[src/rtl/hs_uart_pkg.sv]
package hs_uart_pkg;

  localparam int CHAR_W = 8;

  localparam logic [1:0] PK_ODD   = 2'd0;
  localparam logic [1:0] PK_EVEN  = 2'd1;
  localparam logic [1:0] PK_ZERO  = 2'd2;
  localparam logic [1:0] PK_ONE   = 2'd3;

  typedef enum logic [2:0] {
    S_IDLE, S_START, S_DATA, S_PAR, S_STOP, S_WAITHI
  } ser_state_t;

  typedef struct packed {
    logic              brk;
    logic              ferr;
    logic              perr;
    logic [CHAR_W-1:0] data;
  } rx_entry_t;

  // keep only the low 5+dbits bits
  function automatic logic [CHAR_W-1:0] keep_bits(input logic [CHAR_W-1:0] d,
                                                  input logic [1:0] dbits);
    return d & (8'hFF >> (3'd3 - {1'b0, dbits}));
  endfunction

  function automatic logic par_calc(input logic [CHAR_W-1:0] d, input logic [1:0] kind);
    logic r;
    unique case (kind)
      PK_ODD:  r = ~^d;
      PK_EVEN: r = ^d;
      PK_ZERO: r = 1'b0;
      default: r = 1'b1;
    endcase
    return r;
  endfunction

endpackage

[src/rtl/hs_uart_baud.sv]
module hs_uart_baud #(
  parameter int DIV_W = 16
) (
  input  logic             clk,
  input  logic             rst_n,
  input  logic [DIV_W-1:0] div,
  output logic             tick
);
  logic [DIV_W-1:0] cnt_q, cnt_d;

  always_comb begin
    tick  = (cnt_q == '0);
    cnt_d = tick ? div : cnt_q - DIV_W'(1);
  end

  always_ff @(posedge clk or negedge rst_n) begin
    if (!rst_n) cnt_q <= '0;
    else        cnt_q <= cnt_d;
  end

  // tick spacing follows the divider
  assert_tick_gap_R5: assert property (@(posedge clk) disable iff (!rst_n)
    (tick && div != '0) |=> !tick);
endmodule

[src/rtl/hs_uart_fifo.sv]
module hs_uart_fifo #(
  parameter int W     = 8,
  parameter int DEPTH = 16
) (
  input  logic                         clk,
  input  logic                         rst_n,
  input  logic                         push,
  input  logic [W-1:0]                 wdata,
  input  logic                         pop,
  output logic [W-1:0]                 rdata,
  output logic                         full,
  output logic                         empty,
  output logic [$clog2(DEPTH+1)-1:0]   count
);
  localparam int AW = (DEPTH > 1) ? $clog2(DEPTH) : 1;
  localparam int CW = $clog2(DEPTH + 1);

  logic [W-1:0]  mem [DEPTH];
  logic [AW-1:0] wp_q, rp_q, wp_d, rp_d;
  logic [CW-1:0] cnt_q, cnt_d;
  logic          do_push, do_pop;

  function automatic logic [AW-1:0] step(input logic [AW-1:0] p);
    return (p == AW'(DEPTH - 1)) ? '0 : p + AW'(1);
  endfunction

  always_comb begin
    do_pop  = pop && (cnt_q != '0);
    do_push = push && ((cnt_q != CW'(DEPTH)) || do_pop);
    wp_d    = do_push ? step(wp_q) : wp_q;
    rp_d    = do_pop  ? step(rp_q) : rp_q;
    cnt_d   = cnt_q + CW'(do_push) - CW'(do_pop);
  end

  always_ff @(posedge clk or negedge rst_n) begin
    if (!rst_n) begin
      wp_q  <= '0;
      rp_q  <= '0;
      cnt_q <= '0;
    end else begin
      wp_q  <= wp_d;
      rp_q  <= rp_d;
      cnt_q <= cnt_d;
    end
  end

  always_ff @(posedge clk) begin
    if (do_push) mem[wp_q] <= wdata;
  end

  assign rdata = mem[rp_q];
  assign full  = (cnt_q == CW'(DEPTH));
  assign empty = (cnt_q == '0);
  assign count = cnt_q;

  assert_no_overflow_R1: assert property (@(posedge clk) disable iff (!rst_n)
    cnt_q <= CW'(DEPTH));
  assert_full_drop_R1: assert property (@(posedge clk) disable iff (!rst_n)
    (full && push && !pop) |=> (count == $past(count)));
endmodule

[src/rtl/hs_uart_tx.sv]
module hs_uart_tx
  import hs_uart_pkg::*;
(
  input  logic              clk,
  input  logic              rst_n,
  input  logic              tick,
  input  logic [1:0]        cfg_dbits,
  input  logic              cfg_par_en,
  input  logic [1:0]        cfg_par_kind,
  input  logic [1:0]        cfg_stop,
  input  logic              fc_en,
  input  logic              hs_in_s,
  input  logic              q_empty,
  input  logic [CHAR_W-1:0] q_data,
  output logic              q_pop,
  output logic              txd,
  output logic              active
);
  ser_state_t        st_q, st_d;
  logic [5:0]        tc_q, tc_d, last;
  logic [2:0]        bi_q, bi_d;
  logic [CHAR_W-1:0] sh_q, sh_d, pick;
  logic              pb_q, pb_d, line_d, txd_q;
  logic [5:0]        stop_last;

  always_comb begin
    unique case (cfg_stop)
      2'd0:    stop_last = 6'd15;
      2'd1:    stop_last = 6'd23;
      default: stop_last = 6'd31;
    endcase
  end

  always_comb begin
    st_d  = st_q;
    tc_d  = tc_q;
    bi_d  = bi_q;
    sh_d  = sh_q;
    pb_d  = pb_q;
    q_pop = 1'b0;
    pick  = keep_bits(q_data, cfg_dbits);
    last  = (st_q == S_STOP) ? stop_last : 6'd15;
    if (st_q == S_IDLE) begin
      if (!q_empty && !(fc_en && hs_in_s)) begin
        q_pop = 1'b1;
        sh_d  = pick;
        pb_d  = par_calc(pick, cfg_par_kind);
        st_d  = S_START;
        tc_d  = '0;
        bi_d  = '0;
      end
    end else if (tick) begin
      if (tc_q == last) begin
        tc_d = '0;
        unique case (st_q)
          S_START: st_d = S_DATA;
          S_DATA: begin
            sh_d = sh_q >> 1;
            if (bi_q == 3'd4 + {1'b0, cfg_dbits}) st_d = cfg_par_en ? S_PAR : S_STOP;
            else                                 bi_d = bi_q + 3'd1;
          end
          S_PAR:   st_d = S_STOP;
          default: st_d = S_IDLE;
        endcase
      end else begin
        tc_d = tc_q + 6'd1;
      end
    end
    unique case (st_d)
      S_START: line_d = 1'b0;
      S_DATA:  line_d = sh_d[0];
      S_PAR:   line_d = pb_d;
      default: line_d = 1'b1;
    endcase
  end

  always_ff @(posedge clk or negedge rst_n) begin
    if (!rst_n) begin
      st_q  <= S_IDLE;
      tc_q  <= '0;
      bi_q  <= '0;
      sh_q  <= '0;
      pb_q  <= 1'b0;
      txd_q <= 1'b1;
    end else begin
      st_q  <= st_d;
      tc_q  <= tc_d;
      bi_q  <= bi_d;
      sh_q  <= sh_d;
      pb_q  <= pb_d;
      txd_q <= line_d;
    end
  end

  assign txd    = txd_q;
  assign active = (st_q != S_IDLE);

  assert_hold_off_R9: assert property (@(posedge clk) disable iff (!rst_n)
    (st_q == S_IDLE && fc_en && hs_in_s) |=> (st_q == S_IDLE));
  assert_idle_high_R2: assert property (@(posedge clk) disable iff (!rst_n)
    (st_q == S_IDLE) |-> txd_q);
  assert_start_low_R2: assert property (@(posedge clk) disable iff (!rst_n)
    (st_q == S_START) |-> !txd_q);
endmodule

[src/rtl/hs_uart_rx.sv]
module hs_uart_rx
  import hs_uart_pkg::*;
(
  input  logic       clk,
  input  logic       rst_n,
  input  logic       tick,
  input  logic       rxd_s,
  input  logic [1:0] cfg_dbits,
  input  logic       cfg_par_en,
  input  logic [1:0] cfg_par_kind,
  output logic       push,
  output rx_entry_t  ent
);
  ser_state_t        st_q, st_d;
  logic [5:0]        tc_q, tc_d;
  logic [2:0]        bi_q, bi_d;
  logic [CHAR_W-1:0] sh_q, sh_d, got;
  logic              pr_q, pr_d, seen_q, seen_d;

  always_comb begin
    st_d   = st_q;
    tc_d   = tc_q;
    bi_d   = bi_q;
    sh_d   = sh_q;
    pr_d   = pr_q;
    seen_d = seen_q;
    push   = 1'b0;
    got    = CHAR_W'(sh_q >> (3'd3 - {1'b0, cfg_dbits}));
    ent.data = got;
    ent.brk  = 1'b0;
    ent.ferr = !rxd_s;
    ent.perr = cfg_par_en && (pr_q != par_calc(got, cfg_par_kind));
    unique case (st_q)
      S_IDLE: if (tick && !rxd_s) begin
        st_d = S_START;
        tc_d = '0;
      end
      S_START: if (tick) begin
        if (tc_q == 6'd7) begin
          if (!rxd_s) begin
            st_d   = S_DATA;
            tc_d   = '0;
            bi_d   = '0;
            seen_d = 1'b0;
          end else begin
            st_d = S_IDLE;
          end
        end else tc_d = tc_q + 6'd1;
      end
      S_DATA: if (tick) begin
        if (tc_q == 6'd15) begin
          tc_d   = '0;
          sh_d   = {rxd_s, sh_q[CHAR_W-1:1]};
          seen_d = seen_q | rxd_s;
          if (bi_q == 3'd4 + {1'b0, cfg_dbits}) st_d = cfg_par_en ? S_PAR : S_STOP;
          else                                 bi_d = bi_q + 3'd1;
        end else tc_d = tc_q + 6'd1;
      end
      S_PAR: if (tick) begin
        if (tc_q == 6'd15) begin
          tc_d   = '0;
          pr_d   = rxd_s;
          seen_d = seen_q | rxd_s;
          st_d   = S_STOP;
        end else tc_d = tc_q + 6'd1;
      end
      S_STOP: if (tick) begin
        if (tc_q == 6'd15) begin
          tc_d = '0;
          push = 1'b1;
          if (!seen_q && !rxd_s) begin
            ent.data = '0;
            ent.brk  = 1'b1;
            ent.ferr = 1'b0;
            ent.perr = 1'b0;
            st_d     = S_WAITHI;
          end else begin
            st_d = rxd_s ? S_IDLE : S_WAITHI;
          end
        end else tc_d = tc_q + 6'd1;
      end
      default: if (rxd_s) st_d = S_IDLE;
    endcase
  end

  always_ff @(posedge clk or negedge rst_n) begin
    if (!rst_n) begin
      st_q   <= S_IDLE;
      tc_q   <= '0;
      bi_q   <= '0;
      sh_q   <= '0;
      pr_q   <= 1'b0;
      seen_q <= 1'b0;
    end else begin
      st_q   <= st_d;
      tc_q   <= tc_d;
      bi_q   <= bi_d;
      sh_q   <= sh_d;
      pr_q   <= pr_d;
      seen_q <= seen_d;
    end
  end

  assert_glitch_drop_R6: assert property (@(posedge clk) disable iff (!rst_n)
    (st_q == S_START && tick && tc_q == 6'd7 && rxd_s) |=> (st_q == S_IDLE));
  assert_break_once_R8: assert property (@(posedge clk) disable iff (!rst_n)
    (push && ent.brk) |=> (st_q == S_WAITHI && !push));
  assert_waithi_R8: assert property (@(posedge clk) disable iff (!rst_n)
    (st_q == S_WAITHI && !rxd_s) |=> (st_q == S_WAITHI));
endmodule

[src/rtl/hs_uart.sv]
module hs_uart
  import hs_uart_pkg::*;
#(
  parameter int DIV_W      = 16,
  parameter int FIFO_DEPTH = 16,
  parameter int HOLD_GAP   = 2
) (
  input  logic             clk,
  input  logic             rst_n,
  input  logic [DIV_W-1:0] cfg_div,
  input  logic [1:0]       cfg_dbits,
  input  logic             cfg_par_en,
  input  logic [1:0]       cfg_par_kind,
  input  logic [1:0]       cfg_stop,
  input  logic             cfg_txfc_en,
  input  logic             cfg_rxfc_en,
  input  logic             tx_wr,
  input  logic [7:0]       tx_wdata,
  output logic             tx_full,
  output logic             tx_busy,
  input  logic             rx_rd,
  output logic [7:0]       rx_rdata,
  output logic             rx_brk,
  output logic             rx_ferr,
  output logic             rx_perr,
  output logic             rx_empty,
  output logic             txd,
  input  logic             rxd,
  input  logic             hs_in_n,
  output logic             hs_out_n
);
  localparam int CW       = $clog2(FIFO_DEPTH + 1);
  localparam int HOLD_LVL = FIFO_DEPTH - HOLD_GAP;
  localparam int ENT_W    = $bits(rx_entry_t);

  logic            tick;
  logic [1:0]      rxd_sync, hs_sync;
  logic            txq_empty, txq_pop, tx_act;
  logic [7:0]      txq_data;
  logic [CW-1:0]   txq_cnt, rxq_cnt;
  logic            rx_push, hs_out_d, hs_out_q;
  rx_entry_t       rx_ent, rx_head;
  logic [ENT_W-1:0] rx_head_raw;

  always_ff @(posedge clk or negedge rst_n) begin
    if (!rst_n) begin
      rxd_sync <= 2'b11;
      hs_sync  <= 2'b11;
      hs_out_q <= 1'b0;
    end else begin
      rxd_sync <= {rxd_sync[0], rxd};
      hs_sync  <= {hs_sync[0], hs_in_n};
      hs_out_q <= hs_out_d;
    end
  end

  always_comb hs_out_d = cfg_rxfc_en && (rxq_cnt >= CW'(HOLD_LVL));

  hs_uart_baud #(.DIV_W(DIV_W)) baud_i (
    .clk(clk), .rst_n(rst_n), .div(cfg_div), .tick(tick)
  );

  hs_uart_fifo #(.W(8), .DEPTH(FIFO_DEPTH)) txq_i (
    .clk(clk), .rst_n(rst_n), .push(tx_wr), .wdata(tx_wdata), .pop(txq_pop),
    .rdata(txq_data), .full(tx_full), .empty(txq_empty), .count(txq_cnt)
  );

  hs_uart_tx tx_i (
    .clk(clk), .rst_n(rst_n), .tick(tick), .cfg_dbits(cfg_dbits),
    .cfg_par_en(cfg_par_en), .cfg_par_kind(cfg_par_kind), .cfg_stop(cfg_stop),
    .fc_en(cfg_txfc_en), .hs_in_s(hs_sync[1]), .q_empty(txq_empty),
    .q_data(txq_data), .q_pop(txq_pop), .txd(txd), .active(tx_act)
  );

  hs_uart_rx rx_i (
    .clk(clk), .rst_n(rst_n), .tick(tick), .rxd_s(rxd_sync[1]),
    .cfg_dbits(cfg_dbits), .cfg_par_en(cfg_par_en), .cfg_par_kind(cfg_par_kind),
    .push(rx_push), .ent(rx_ent)
  );

  hs_uart_fifo #(.W(ENT_W), .DEPTH(FIFO_DEPTH)) rxq_i (
    .clk(clk), .rst_n(rst_n), .push(rx_push), .wdata(rx_ent), .pop(rx_rd),
    .rdata(rx_head_raw), .full(), .empty(rx_empty), .count(rxq_cnt)
  );

  assign rx_head  = rx_entry_t'(rx_head_raw);
  assign rx_rdata = rx_head.data;
  assign rx_brk   = rx_head.brk;
  assign rx_ferr  = rx_head.ferr;
  assign rx_perr  = rx_head.perr;
  assign tx_busy  = tx_act || !txq_empty;
  assign hs_out_n = hs_out_q;

  assert_rts_hold_R10: assert property (@(posedge clk) disable iff (!rst_n)
    (cfg_rxfc_en && rxq_cnt >= CW'(HOLD_LVL)) |=> hs_out_n);
  assert_rts_ready_R10: assert property (@(posedge clk) disable iff (!rst_n)
    (!cfg_rxfc_en || rxq_cnt < CW'(HOLD_LVL)) |=> !hs_out_n);
endmodule

[config.mk]
export PLATFORM = sky130hd
export DESIGN_NAME = hs_uart
export DESIGN_NICKNAME = d
export VERILOG_FILES = /design/src/rtl/hs_uart_pkg.sv /design/src/rtl/hs_uart_baud.sv /design/src/rtl/hs_uart_fifo.sv /design/src/rtl/hs_uart_tx.sv /design/src/rtl/hs_uart_rx.sv /design/src/rtl/hs_uart.sv
export SDC_FILE = /design/constraint.sdc
export NUM_CORES = 1
export LEC_CHECK = 0
export ABC_AREA = 1
export CAP_MARGIN = 0
export CORE_MARGIN = 10
export CORE_UTILIZATION = 35
export DETAILED_ROUTE_END_ITERATION = 10
export DONT_BUFFER_PORTS = 1
export PLACE_DENSITY = 0.56
export SYNTH_ARGS = -nofsm -noshare
export SYNTH_HDL_FRONTEND = slang
export SYNTH_HIERARCHICAL = 1
export SYNTH_SLANG_ARGS = --single-unit
[constraint.sdc]
create_clock -name clk -period 4.23 [get_ports clk]
set_clock_uncertainty 0.15 [all_clocks]
set_input_delay 0 -clock clk [delete_from_list [all_inputs] [get_ports clk]]
set_output_delay 0 -clock clk [all_outputs]
set_load 0.005 [all_outputs]
### Word-level counts from Yosys, hierarchy flattened

Memories as Yosys holds them, arrays and structs flattened.
Cells that the tools add are included.
Widths: inputs -> output; s select.

* flip-flop bits (word level): 91
* memory bits (writable): 304
* logic and storage cells: 221
* memories kept: 2

Memories
* rxq_i.mem: words 16, bits a word 11, rd ports 1, clocked after memory_dff 0, write ports 1, RTL line hs_uart_fifo.sv:18 `logic [W-1:0] mem [DEPTH];`
* txq_i.mem: words 16, bits a word 8, rd ports 1, clocked after memory_dff 0, write ports 1, RTL line hs_uart_fifo.sv:18

* $add $sub $neg: 15
* magnitude comparators: 1
* equal/unequal tests: 45
* shift operators: 2
* multiplexer cells: 82
* bitwise logic cells: 2
* reduce and logical (&&, ||, !) cells: 49

Operators with widths (number)
* $mux 3: 31
* $mux 6: 10
* $mux 11: 4
* $mux 8: 5
* $ne 2x1->1 const B: 14
* $eq 3x2->1 const B: 6
* $pmux 6 s3: 1
* $add 4x1->4 const B: 4
* $eq 4x4->1 const B: 4
* $logic_not 16->1: 1
* $mux 1: 16
* $mux 16: 1
* $mux 4: 4
* $reduce_xnor 8->1: 2
* $reduce_xor 8->1: 2
* $sub 16x1->16 const B: 1
* $pmux 3 s5: 1
* $add 6x1->6 const B: 2
* $reduce_and 11->1: 1
* $add 5x1->5: 2
* $logic_and 1x1->1: 10
* $logic_not 5->1: 2
* $ne 5x5->1 const B: 2
* $pmux 5 s2: 1
* other kinds (43): 69

### Logic depth before layout (Yosys ltp)

* depth in word-level cells: 10
* depth in mapped cells: 19
* mapped depth without buffers: 19

### Modules after synthesis

The synthesis kept the hierarchy.

By module, submodules not included
* hs_uart_fifo at rxq_i: times used 1, cells an instance 876, area an instance 8565.7 µm², seq. area each 5610.4 µm²
* hs_uart_fifo at txq_i: times used 1, cells an instance 669, area an instance 6470.0 µm², seq. area each 4169.0 µm²
* hs_uart_rx: times used 1, cells an instance 262, area an instance 1740.4 µm², seq. area each 550.5 µm²
* hs_uart_tx: times used 1, cells an instance 184, area an instance 1442.6 µm², seq. area each 551.8 µm²
* hs_uart_baud: times used 1, cells an instance 153, area an instance 1058.5 µm², seq. area each 400.4 µm²
* hs_uart: times used 1, cells an instance 11, area an instance 158.9 µm², seq. area each 130.1 µm²

### Worst setup path before layout

OpenSTA, ideal clock, no wires.

* kind: register -> register
* start point: register baud_i.cnt_q[0]
* end point: memory rxq_i/mem[4][0] in the netlist's numbering (enable)
* library setup time: 0.393 ns
* arrival time: 2.541 ns
* setup slack: 1.146 ns
* stages on the path, launching flop included: 12
* clock period less this slack: 3.084 ns
* path through: dfrtp_1 inv_1 ha_1 nand3_1 nor2_1 nand3_1 inv_1 nand2_2 nor2_1 nand2_1 buf_2 nor3_1

* word-level cells in the longest chain between the ends: 6

RTL lines
* start: declaration: RTL line hs_uart_baud.sv:9 `logic [DIV_W-1:0] cnt_q, cnt_d;`
* start signal: assignment: RTL line hs_uart_baud.sv:18 `else cnt_q <= cnt_d;`
* $logic_not 16->1: RTL line hs_uart_baud.sv:12 `tick = (cnt_q == '0);`
* named net tick: RTL line hs_uart.sv:36 `logic tick;`
* $mux 1: RTL line hs_uart_rx.sv:67 `S_STOP: if (tick) begin`
* $mux 1: RTL line hs_uart_rx.sv:33 `unique case (st_q)`
* named net rx_push: RTL line hs_uart.sv:41 `logic rx_push, hs_out_d, hs_out_q;`
* $logic_and 1x1->1: RTL line hs_uart_fifo.sv:29 `do_push = push && ((cnt_q != CW'(DEPTH)) || do_pop);`
* $mux 1: RTL line hs_uart_fifo.sv:48 `if (do_push) mem[wp_q] <= wdata;`
* $mux 1 (not written as such): RTL line hs_uart_fifo.sv:48
* end: declaration: RTL line hs_uart_fifo.sv:18

The timed path passes the listed nets, and every way through them passes these cells.

### Worst setup path in the final report

* start point: register txq_i.rp_q[0]
* end point: register tx_i.pb_q

* word-level cells in the longest chain between the ends: 6
* elaborated cells on any way between the ends: 7
* those cells by class: mux (3); bitwise (1); reduce/logical (2); memory (1)

RTL lines
* start: declaration: RTL line hs_uart_fifo.sv:19 `logic [AW-1:0] wp_q, rp_q, wp_d, rp_d;`
* start signal: assignment: RTL line hs_uart_fifo.sv:42 `rp_q <= rp_d;`
* $mem_v2 16x8 *
* named net txq_data[1]: RTL line hs_uart.sv:39 `logic [7:0] txq_data;`
* $and 8x8->8 *: RTL line hs_uart_pkg.sv:24 `return d & (8'hFF >> (3'd3 - {1'b0, dbits}));`
* $reduce_xor 8->1 or $reduce_xnor 8->1 (tied branches): RTL line hs_uart_pkg.sv:31, hs_uart_pkg.sv:30
* $pmux 1 s3 *: RTL line hs_uart_pkg.sv:29 `unique case (kind)`
* $mux 1 *: RTL line hs_uart_tx.sv:44 `if (!q_empty && !(fc_en && hs_in_s)) begin`
* $mux 1 *: RTL line hs_uart_tx.sv:43 `if (st_q == S_IDLE) begin`
* named net tx_i.pb_d: RTL line hs_uart_tx.sv:23 `logic pb_q, pb_d, line_d, txd_q;`
* end signal: assignment: RTL line hs_uart_tx.sv:90 `pb_q <= pb_d;`
* end: declaration: RTL line hs_uart_tx.sv:23

The timed path passes the listed nets; every way through them passes the cells marked *.
A chain may end at the register's enable or synchronous reset.

==> impl_metrics.csv <==
group,metric,value,unit
status,status,"complete, no violations",
logic_synthesis,syn_nets,2222,
cells_and_area,drive_above_1_share,0.107,
grt,first_global_vias,13700,
worst_setup_path,crit_fanout,41,
worst_hold_path,min_path_type,"in2reg",
logic_synthesis,synthTopCellsByCount,"nand2_1 (693), inv_1 (350), edfxtp_1 (304)",
power_and_ir_drop,irDropWorstVdd,346,µV
routing,wl_met2,21600,µm
worst_setup_path,crit_required,4.57,ns
logic_synthesis,yosysUniqueCellTypes,48,
clock_network,numCtsBuffers,45,
logic_synthesis,synth_top_area_share,0.470,
routing,dr.first_iter.drc_count,1053,
logic_synthesis,yosysMostFrequentCell,"nand2_1",
logic_synthesis,synthCells,2155,
grt,antenna_found_initial,4,
timing,holdWs,0.167,ns
place,dp_hpwl,28300,µm
cells_and_area,instances_no_fill,3035,
routing,wl_per_cell,15.3,µm
logic_synthesis,ys_ff_latch,395,
timing,final-setup-viol-count,0,
routing,first_pass_iters,5,
worst_setup_path,crit_arrival,4.17,ns
routing,vias,14000,
cells_and_area,nFillCells,5434,
logic_synthesis,netlist_top_cells_area,"edfxtp_1 (47%), nand2_1 (13%), dfrtp_1 (11%)",
floorplanning,rows,86,
clock_network,post_cts_buffers,0,
routing,wl,46400,µm
place,post-place-ws,0.780,ns
clock_network,htreeDepth,2,
logic_synthesis,mappedNetlistArea,19400,µm²
clock_network,clk-insertion-delay-late,0.58,ns
run,cap_violations,0,
floorplanning,fp.dieH,256,µm
clock_network,cts_buffer_depth,3,
timing,hold_violations,0,
logic_synthesis,synth_warnings,6,
grt,grt_first_pass_wirelength,74600,µm
grt,grt_overflow_total,0,
cells_and_area,fin_nets,2315,
routing,met3_wirelength,2160,µm
worst_setup_path,path_class,"reg2reg",
routing,vias_per_cell,4.60,
power_and_ir_drop,p_leak,0.0102,µW
timing,min_period_over_period,0.904,
timing,relSlewSlack,0.317,
routing,remaining_drc_errors,0,
timing,worstMarginPinSlew,1.03,ns
floorplanning,initial_core_util,0.353,
logic_synthesis,synth_top_flop_cell,"edfxtp_1",
routing,antenna_left,0,
power_and_ir_drop,finalPower,10700,µW
routing,drt-met1-wl,21500,µm
clock_network,path_clk_slew,0.06,ns
routing,top_layer,"met5",
grt,grt_max_degree,90,
timing,max_freq,261,MHz
worst_setup_path,crit_path_end_kind,"flop",
logic_synthesis,syn_area_per_cell,9.02,µm²
logic_synthesis,seq_area_frac_synth,0.587,
floorplanning,die_area,65400,µm²
worst_setup_path,startpoint_type,"flop",
clock_network,cts_tree,"done",
clock_network,cts.sinks,395,
floorplanning,io_pins,55,
cells_and_area,area_growth_syn_to_layout,16.1,%
place,dp.cells,2878,
timing,setup_tns,0,ns
place,gp_congestion,0.828,
logic_synthesis,yosysTopAreaCell,"edfxtp_1",
timing,fin_ws,0.406,ns
power_and_ir_drop,power_density,475,nW/µm²
logic_synthesis,postSynth.asyncResetShare,0.230,
timing,period_minus_slack,3.82,ns
timing,rsz0062_at_grt,"no",
floorplanning,core_area,55100,µm²
place,io_buffers,0,
floorplanning,dieWidth,256,µm
clock_network,cts_root_buf,"clkbuf_16",
logic_synthesis,synth_edf_count,304,
timing,drv_slew,0,
grt,grtUsageTotal,0.141,
[report_power, final]
group / leakage, µW / switching (µW) / total [µW] / internal (µW)
Sequential: 0.00372 / 171 / 4590 / 4420
Clock: 0.000701 / 1570 / 3800 / 2240
Combinational: 0.00573 / 1600 / 2320 / 717
Total: 0.0102 / 3340 / 10700 / 7380
[per-stage QoR]
stage / util / cell area (µm²)
after floorplan: - / 19400
after global placement: 0.369 / 20400
after detailed placement: 0.369 / 20400
after CTS: 0.409 / 22500
after global routing: 0.409 / 22600
final: 0.409 / 22600
[final cells by class]
| class | instances | area (µm²) | share of cell area |
|---|---|---|---|
| timing repair buffer | 119 | 1110 | 0.0492 |
| clock inverter | 21 | 198 | 0.00876 |
| inverter | 419 | 1580 | 0.0701 |
| clock buffer | 62 | 1240 | 0.0550 |
| tap | 748 | 936 | 0.0415 |
| antenna | 3 | 7.51 | 0.000333 |
| multi-input combinational | 1268 | 6070 | 0.269 |
| sequential | 395 | 11400 | 0.506 |
[worst max-delay path, stage by stage, from the launching register on]
cell and delay (ns):
dfrtp_2 0.44, inv_6 0.24, buf_4 0.36, nand2_1 0.08, nand3_1 0.08, nand3_1 0.09
nand3_1 0.11, nand2_1 0.10, xnor2_1 0.22, xor2_1 0.20, xor2_1 0.21, nor2_1 0.06
nor2_1 0.10, dlygate4sd3_1 0.56, nand2_1 0.04, dlygate4sd3_1 0.55, a21oi_1 0.12
[repair_timing]
item,in CTS,in global routing
hold buffers,71,0
hold endpoints to repair,556,0
resized for setup,0,4
setup endpoints to repair,0,1
[state kept, by name, summed over array words and instances, names as in the netlist, 4 cells and up]
name	cells
tx_i/sh_q	8
txq_i/mem	128
rxq_i/count	5
baud_i/cnt_q	16
rxq_i/rp_q	4
rx_i/tc_q	6
txq_i/rp_q	4
txq_i/wp_q	4
rx_i/sh_q	8
rxq_i/mem	176
txq_i/count	5
tx_i/tc_q	6
rxq_i/wp_q	4
[cell usage in the layout (no fill, tap or decap), types with 8 or more instances in the layout]
master,instances
inv_1,350
nand4_1,8
a21oi_1,22
nor2_2,10
nand2_2,20
o21ai_0,25
buf_4,47
nor2_1,70
clkinv_1,20
xnor2_1,9
dfrtp_1,84
clkbuf_1,13
clkbuf_16,46
xor2_1,20
edfxtp_1,304
inv_2,55
dlygate4sd3_1,69
ha_1,26
nor3_2,14
nand3_1,264
o21ai_1,17
nand2_1,693
nor3_1,27
[per-layer routing]
metal  track usage  up-vias
met2         0.231      283
met5             0        -
met3        0.0254       66
li1              -     7014
met4        0.0445        2
met1         0.186     6605
[logic make-up after synthesis]
group,synth area share
buf+inv,0.103
xor+xnor,0.0131
fa+ha+maj,0.0188
flops,0.587
mux,0.000579
compound gates,0.0256
simple gates,0.252
[path summary, 6_finish.rpt]
check	startpoint	endpoint	slack [ns]	depth (start not counted)
hold / removal	cfg_par_kind[1]	tx_i/pb_q$_DFF_PN0_	0.17	3
setup / recovery	txq_i/rp_q[0]$_DFFE_PN0N_	tx_i/pb_q$_DFF_PN0_	0.41	16
setup reg to reg	txq_i/rp_q[0]$_DFFE_PN0N_	tx_i/pb_q$_DFF_PN0_	0.41	16
max in group asynchronous	rst_n	rxq_i/rp_q[0]$_DFFE_PN0N_	2.97	4
hold reg to reg	rxd_sync[0]$_DFF_PN1_	rxd_sync[1]$_DFF_PN1_	0.21	0
min in group asynchronous	rst_n	hs_sync[0]$_DFF_PN1_	0.46	3
(Power assumes the default switching activity.)
